==> config.mk <==
export PLATFORM = sky130hd
export DESIGN_NAME = mbus_seq
export DESIGN_NICKNAME = d
export VERILOG_FILES = /design/src/rtl/mbus_pkg.sv /design/src/rtl/mbus_fsm.sv /design/src/rtl/mbus_lane.sv /design/src/rtl/mbus_seq.sv
export SDC_FILE = /design/constraint.sdc
export NUM_CORES = 1
export LEC_CHECK = 0
export ABC_AREA = 1
export BUFFER_PORTS_ARGS = -buffer_cell sky130_fd_sc_hd__buf_2
export CAP_MARGIN = 20
export CELL_PAD_IN_SITES_DETAIL_PLACEMENT = 1
export CELL_PAD_IN_SITES_GLOBAL_PLACEMENT = 1
export CORE_MARGIN = 5
export CORE_UTILIZATION = 33
export DETAILED_ROUTE_END_ITERATION = 8
export MAX_ROUTING_LAYER = met4
export PLACE_DENSITY = 0.88
export SYNTH_ARGS = -nofsm -noshare
export SYNTH_HDL_FRONTEND = slang
export SYNTH_SLANG_ARGS = --single-unit
==> constraint.sdc <==
create_clock -name clk -period 1.7 [get_ports clk]
set_input_delay 0.425 -clock clk [delete_from_list [all_inputs] [get_ports clk]]
set_output_delay 0.425 -clock clk [all_outputs]
set_load 0.01 [all_outputs]
==> src/rtl/mbus_pkg.sv <==
package mbus_pkg;

    typedef enum logic [2:0] {
        ST_IDLE,
        ST_T1,
        ST_T2,
        ST_TW,
        ST_T3,
        ST_T4
    } bstate_t;

endpackage

==> src/rtl/mbus_fsm.sv <==
module mbus_fsm
    import mbus_pkg::*;
(
    input  logic    clk,
    input  logic    rst_n,
    input  logic    req_valid,
    input  logic    ready,
    output bstate_t state,
    output logic    accept
);

    bstate_t state_nx;

    assign accept = req_valid && (state == ST_IDLE);

    always_comb begin
        state_nx = state;
        unique case (state)
            ST_IDLE: if (req_valid) state_nx = ST_T1;
            ST_T1:   state_nx = ST_T2;
            ST_T2:   state_nx = ready ? ST_T3 : ST_TW;
            ST_TW:   state_nx = ready ? ST_T3 : ST_TW;
            ST_T3:   state_nx = ST_T4;
            ST_T4:   state_nx = ST_IDLE;
            default: state_nx = ST_IDLE;
        endcase
    end

    always_ff @(posedge clk) begin
        if (!rst_n) state <= ST_IDLE;
        else        state <= state_nx;
    end

    assert_busy_no_start_R1: assert property (@(posedge clk) disable iff (!rst_n)
        (state != ST_IDLE && req_valid) |=> state != ST_T1);

    assert_wait_on_low_R5: assert property (@(posedge clk) disable iff (!rst_n)
        ((state == ST_T2 || state == ST_TW) && !ready) |=> state == ST_TW);

    assert_leave_wait_R5: assert property (@(posedge clk) disable iff (!rst_n)
        ((state == ST_T2 || state == ST_TW) && ready) |=> state == ST_T3);

endmodule

==> src/rtl/mbus_lane.sv <==
module mbus_lane #(
    parameter int DATA_W = 16,
    parameter int LANE_W = 8
) (
    input  logic              clk,
    input  logic              rst_n,
    input  logic              word,
    input  logic              a0,
    input  logic [DATA_W-1:0] wdata,
    input  logic [DATA_W-1:0] ad_in,
    input  logic              capture,
    output logic [DATA_W-1:0] wr_lanes,
    output logic [DATA_W-1:0] rd_data
);

    localparam int NUM_LANES = DATA_W / LANE_W;

    logic [NUM_LANES-1:0] lane_en;
    logic [LANE_W-1:0]    rd_byte;
    logic [DATA_W-1:0]    rd_next;

    for (genvar l = 0; l < NUM_LANES; l++) begin : g_lane
        assign lane_en[l] = word || ((l == 1) ? a0 : !a0);
        assign wr_lanes[l*LANE_W +: LANE_W] =
            !lane_en[l] ? '0 :
            (word ? wdata[l*LANE_W +: LANE_W] : wdata[LANE_W-1:0]);
    end

    assign rd_byte = ad_in[(a0 ? LANE_W : 0) +: LANE_W];
    assign rd_next = word ? ad_in : DATA_W'(rd_byte);

    always_ff @(posedge clk) begin
        if (!rst_n)       rd_data <= '0;
        else if (capture) rd_data <= rd_next;
    end

    assert_byte_single_lane_R9: assert property (@(posedge clk) disable iff (!rst_n)
        !word |-> $countones(lane_en) == 1);

    assert_rd_hold_R10: assert property (@(posedge clk) disable iff (!rst_n)
        !capture |=> $stable(rd_data));

endmodule

==> src/rtl/mbus_seq.sv <==
module mbus_seq
    import mbus_pkg::*;
#(
    parameter int ADDR_W      = 20,
    parameter int DATA_W      = 16,
    parameter int STATUS_CODE = 0
) (
    input  logic              clk,
    input  logic              rst_n,
    input  logic              req_valid,
    input  logic [ADDR_W-1:0] req_addr,
    input  logic              req_write,
    input  logic              req_mem,
    input  logic              req_word,
    input  logic [DATA_W-1:0] req_wdata,
    input  logic              ready,
    input  logic [DATA_W-1:0] ad_in,
    output logic [DATA_W-1:0] ad_out,
    output logic              ad_oe,
    output logic [ADDR_W-DATA_W-1:0] as_out,
    output logic              ale,
    output logic              bhe_n,
    output logic              rd_n,
    output logic              wr_n,
    output logic              m_io,
    output logic              dt_r,
    output logic              den_n,
    output logic [DATA_W-1:0] rd_data,
    output logic              done,
    output logic              idle
);

    localparam int HI_W = ADDR_W - DATA_W;
    localparam logic [HI_W-1:0] STATUS = HI_W'(STATUS_CODE);

    bstate_t           state;
    logic              accept;
    logic [ADDR_W-1:0] r_addr;
    logic              r_write, r_mem, r_word;
    logic [DATA_W-1:0] r_wdata;
    logic [DATA_W-1:0] wr_lanes;

    mbus_fsm u_fsm (
        .clk       (clk),
        .rst_n     (rst_n),
        .req_valid (req_valid),
        .ready     (ready),
        .state     (state),
        .accept    (accept)
    );

    always_ff @(posedge clk) begin
        if (!rst_n) begin
            r_addr  <= '0;
            r_write <= 1'b0;
            r_mem   <= 1'b0;
            r_word  <= 1'b0;
            r_wdata <= '0;
        end else if (accept) begin
            r_addr  <= req_addr;
            r_write <= req_write;
            r_mem   <= req_mem;
            r_word  <= req_word;
            r_wdata <= req_wdata;
        end
    end

    mbus_lane #(.DATA_W(DATA_W), .LANE_W(8)) u_lane (
        .clk      (clk),
        .rst_n    (rst_n),
        .word     (r_word),
        .a0       (r_addr[0]),
        .wdata    (r_wdata),
        .ad_in    (ad_in),
        .capture  (state == ST_T3),
        .wr_lanes (wr_lanes),
        .rd_data  (rd_data)
    );

    always_comb begin
        ale    = 1'b0;
        ad_out = '0;
        ad_oe  = 1'b0;
        as_out = '0;
        bhe_n  = 1'b1;
        rd_n   = 1'b1;
        wr_n   = 1'b1;
        m_io   = 1'b0;
        dt_r   = 1'b1;
        den_n  = 1'b1;
        done   = 1'b0;
        idle   = 1'b0;
        unique case (state)
            ST_IDLE: idle = 1'b1;
            ST_T1: begin
                ale    = 1'b1;
                ad_out = r_addr[DATA_W-1:0];
                ad_oe  = 1'b1;
                as_out = r_addr[ADDR_W-1:DATA_W];
                bhe_n  = !(r_word || r_addr[0]);
                m_io   = r_mem;
                dt_r   = r_write;
            end
            ST_T2, ST_TW, ST_T3: begin
                as_out = STATUS;
                m_io   = r_mem;
                dt_r   = r_write;
                den_n  = 1'b0;
                rd_n   = r_write;
                wr_n   = !r_write;
                ad_out = r_write ? wr_lanes : '0;
                ad_oe  = r_write;
            end
            ST_T4: begin
                as_out = STATUS;
                m_io   = r_mem;
                dt_r   = r_write;
                ad_out = r_write ? wr_lanes : '0;
                ad_oe  = r_write;
                done   = 1'b1;
            end
            default: idle = 1'b0;
        endcase
    end

    assert_ale_single_R2: assert property (@(posedge clk) disable iff (!rst_n)
        ale |=> !ale);

    assert_strobe_exclusive_R6: assert property (@(posedge clk) disable iff (!rst_n)
        !(!rd_n && !wr_n));

    assert_den_covers_strobe_R8: assert property (@(posedge clk) disable iff (!rst_n)
        (!rd_n || !wr_n) |-> !den_n);

    assert_dir_steady_R7: assert property (@(posedge clk) disable iff (!rst_n)
        (state == ST_T2 || state == ST_TW || state == ST_T3 || state == ST_T4)
        |-> $stable(dt_r));

    assert_done_pulse_R11: assert property (@(posedge clk) disable iff (!rst_n)
        done |=> (!done && idle));

endmodule

* After elaboration in Yosys (flattened, before gate mapping)
Cells that the tools add are included.
Storage, ports and cells: flip-flop bits (word level) 58, bits of input ports 59, logic and storage cells 46
Cells by class: equality and inequality tests 6, shift operators 1, multiplexer cells 21, reductions and logical operators 11
Operators with widths (number):
- 16-bit 2-to-1 mux | 2
- 16-bit one-hot mux with 2 select lines | 1
- 16-bit by 32-bit variable part select with 8-bit output | 1
- 8-bit 2-to-1 mux | 3
- 3-bit one-hot mux with 4 select lines | 1
- 1-bit 2-to-1 mux | 9
- 4-bit 2-to-1 mux | 2
- 3-bit by 2-bit == test with 1-bit output, second input constant | 2
- 3-bit == test, second input constant | 2
- 3-bit 2-to-1 mux | 2
- 5-bit OR reduction | 1
- 4-bit OR reduction | 1
- 3-bit by 1-bit == test with 1-bit output, second input constant | 1
- 1-bit logical NOT | 3
- 3-bit logical NOT | 1
- 3-bit OR reduction | 1
- 1-bit logical OR | 2
- 2-bit != test, second input constant | 1
- 1-bit one-hot mux with 2 select lines | 1
- 2-bit OR reduction | 1
- 1-bit logical AND | 1

* Depth between registers and ports, before layout
depth after elaboration 5, mapped depth 8

* By module
A second synthesis with hierarchy kept.
Second synthesis, totals: cell total of the unflattened synthesis 439, area total of the unflattened synthesis 2816.5 sq um
By module, submodules not included:
- mbus_seq | times used 1, cells each 278, area each 1766.7 sq um, sequential area each 780.7 sq um
- mbus_lane | times used 1, cells each 141, area each 907.1 sq um, sequential area each 320.3 sq um
- mbus_fsm | times used 1, cells each 20, area each 142.6 sq um, sequential area each 60.1 sq um

* Worst setup path before layout
Ideal clock, no wire load.
path type reg-to-output, start point reg u_fsm.state[1], end point out bhe_n, data arrival time 1.051 ns, data required time 1.275 ns, setup slack 0.224 ns, stages on the path, launching flop included 6, path buffers 1, cell sequence dfxtp_1 inv_2 nand2_2 nor2_4 buf_2 o21ai_0
On the way: word-level cells in the longest chain between the ends 2
Ends and longest elaborated chain:
- from (decl) | line mbus_fsm.sv:8 | output bstate_t state,
- from (signal assigned) | line mbus_fsm.sv:31 | else state <= state_nx;
- 3-bit by 1-bit == test with 1-bit output | line mbus_seq.sv:93 | unique case (state)
- 1-bit 2-to-1 mux | line mbus_seq.sv:93
- to (decl) | line mbus_seq.sv:22 | output logic bhe_n,
Every way passes these cells.

* Worst setup path in the final report
start point reg u_fsm.state[0], end point out ad_out[15]
On the way: word-level cells in the longest chain between the ends 3, elaborated cells on any way between the ends 7, those cells by class 5 x eq/ne; 1 x mux; 1 x reduce/logical
Ends and longest elaborated chain:
- 3-bit == test / 3-bit by 2-bit == test with 1-bit output (equally long branches) | line mbus_seq.sv:93
- 4-bit OR reduction (no source line)
- 16-bit one-hot mux with 2 select lines * | line mbus_seq.sv:93
- to (decl) | line mbus_seq.sv:18 | output logic [DATA_W-1:0] ad_out,
Every way passes the cells marked *; elsewhere a longest branch is shown, timed or not.

==> metrics.yaml <==
clock_network:
  cts_sinks: 58
  cts_tree: "built"
  h-tree-depth: 3
  root_buffer: "clkbuf_8"
  cts.path.max_buffers: 2
  hold_buffers: 0
  clk_latency_ns: 0.33
  numCtsBuffers: 9
  clk_pin_slew_ns: 0.07
sta:
  min_period_ns: 1.850
  rsz0062_at_grt: "yes"
  fin_crit_sh_pct: 108.8
  worst_pin_slew_ns: 0.3780
  finalHoldViolCount: 0
  setup_viol: 29
  report.final.slew_viol_count: 0
  hold_ws_ns: 0.3108
  slew_headroom_pct: 74.77
  fmax_ghz: 0.5407
  finClkSkew_ns: 0.006678
  fin_ws_ns: -0.1495
synth:
  synth_top_family_by_area: "simple AND/OR/NAND/NOR gates"
  synth_cell_types: 19
  syn_avg_cell_area_um2: 5.893
  post-synth-top-count-cell: "nand2_1"
  synth_nets: 562
  yosysWarnings: 0
  synth_top_cells_by_area: "dfxtp_1 (39%), nand2_1 (26%), nor2_1 (13%)"
  yosys.area_share.simple_pct: 44.41
  syn_inst: 503
  synth_compound_area_share_pct: 3.715
  synth-adder-area-share_pct: 0
  async_flop_share_pct: 0
  ys_ff_latch: 58
  yosysSeqAreaShare_pct: 39.17
  synth.largest_area_cell: "dfxtp_1"
  synth.top_cell.area_share_pct: 39.17
  synth_common_cells: "nand2_1 (203), nor2_1 (102), dfxtp_1 (58), inv_1 (58), a21oi_1 (19)"
  synth_area_um2: 2964
  yosys.area_share.xor_xnor_pct: 0
  synthMuxAreaShare_pct: 0
  synth_edf_count: 0
  synth_ff_type: "dfxtp_1"
drt:
  wl_per_cell_um: 14.16
  remaining_drc_errors: 0
  ant_nets: 0
  first_iter_violations: 86
  first_pass_iters: 4
  wl_um: 10320
  via_per_inst: 4.567
  num_vias: 3329
placed_design:
  dp.final_hpwl_um: 7114
  io_buffers: 104
  preCtsSetupSlack_ns: -0.05957
  placedCellCount: 704
  gp_congestion: 0.8199
die:
  die_w_um: 104.8
  dieArea_um2: 10980
  dieHeight_um: 104.8
  core_um2: 8721
  num_io_pins: 105
  placementRows: 34
  start_util_pct: 33.99
setup_path:
  path_cells: "inv_2, nand2_2, nand2_4, nand2_8, nand2_8, nand2_1, nand2_2, buf_6"
  cp_top_family: "simple AND/OR/NAND/NOR gates"
  crit_fanout: 8
  crit_required_ns: 1.27
  crit_path_end_kind: "output pin"
  critical_path.startpoint: "u_fsm.state[0]$_SDFFE_PN0P_"
  cp_slowest_cell: "dfxtp_4"
  crit_type: "flip-flop to output pin"
  cp.arrival_ns: 1.42
  cpPeakStageDelay_ns: 0.39
  r2r_start: "u_fsm.state[1]$_SDFFE_PN0P_"
  cp-start-kind: "flip-flop"
  path_buf_inv: 2
worst_hold_path:
  hold_path_class: "input pin to flip-flop"
  hold_path.startpoint: "req_wdata[7]"
global_route:
  grtUsageTotal_pct: 18.35
  grt_overflow: 0
  grt.met1_usage_pct: 21.89
  grt_pass1_wl_um: 16170
  use_met2_pct: 30.98
  grt_max_degree: 79
  grt_pass1_vias: 3404
  use_met3_pct: 4.686
  gr-max-usage-layer: "met2"
  antenna_found_initial: 1
pwr:
  vdd_drop_max_v: 0.0003610
  powerDensity_nw_per_um2: 975.6
  power.leakage_nw: 2.218
  total_power_mw: 4.022
run_status:
  outcome: "finished with violations"
  violations: "setup timing"
final_layout:
  postLayoutCoreUtil_pct: 47.27
  drive_gt1_share_pct: 30.00
  final_cell_count_no_fill: 729
  num-fill-cells: 1220
  nets: 676
  area_delta_synth_final_pct: 39.09
job:
  drv_cap: 0
==> placed cells by master, fill, tap and decap left out, types with 11 or more instances in the layout <==
cell,count
dfxtp_1,53
nand3_1,16
inv_1,56
buf_2,98
nor2_1,97
nand2_1,187
a21oi_1,12
buf_4,15
nand2_2,11
==> repair_timing <==
action	4_1_cts	5_1_grt
hold endpoints to repair	0	0
cloned	2	0
endpoints found under the setup margin	30	28
pin swaps	4	6
gates resized for setup	49	26
buffers inserted	4	4
==> tightest hold or removal path: stages <==
cell and delay, ns:
buf_2 0.07, nor2_1 0.03, nor2_1 0.08
==> worst paths after layout <==
path / end / slack [ns] / depth (start not counted)
worst max-delay path: ad_out[15] / -0.15 / 8
worst min-delay path: r_wdata[7]$_SDFFE_PN0P_ / 0.31 / 3
worst max register to register: r_wdata[0]$_SDFFE_PN0P_ / 0.16 / 9
worst min register to register: u_lane.rd_data[15]$_SDFFE_PN0P_ / 0.48 / 2
==> metal layers <==
| layer | part of all wire (%) | up-vias | wire [um] |
|---|---|---|---|
| met5 | 0 | - | 0 |
| met4 | 1.4 | 0 | 145 |
| met3 | 5.1 | 12 | 522 |
| met2 | 49 | 84 | 5094 |
| met1 | 44 | 1523 | 4561 |
| li1 | - | 1710 | - |
==> per-stage QoR <==
step | area [um2] | setup TNS (ns)
2_1_floorplan | 2964 | 0
3_3_place_gp | 3622 | 0
3_5_place_dp | 3622 | -0.8653
4_1_cts | 3979 | -2.887
5_1_grt | 4123 | -5.443
6_report | 4123 | -3.085
==> flip-flops by register name (all words and copies together), names as in the netlist <==
signal and count:
r_mem 1, r_word 1, r_wdata 16, u_fsm.state 3
u_lane.rd_data 16, r_addr 20, r_write 1
==> cell type report <==
class | count | area [um2] | share of cell area (%)
timing repair buffer | 126 | 775.7 | 18.82
antenna | 1 | 2.502 | 0.06070
sequential | 58 | 1177 | 28.56
tap | 108 | 135.1 | 3.278
multi-input combinational | 359 | 1628 | 39.48
inverter | 63 | 251.5 | 6.100
clock buffer | 14 | 152.6 | 3.703
==> power by group <==
group	total, mW	switching, mW	internal [mW]
Combinational	1.31	0.812	0.502
Sequential	1.63	0.105	1.53
Clock	1.08	0.521	0.556
==> cells by family after synthesis <==
| family | Yosys count |
|---|---|
| and+or+nand+nor | 335 |
| buffers and inverters | 88 |
| DFF | 58 |
| AOI/OAI and AO/OA | 22 |
Note: power is estimated with default switching activity, not from simulation.
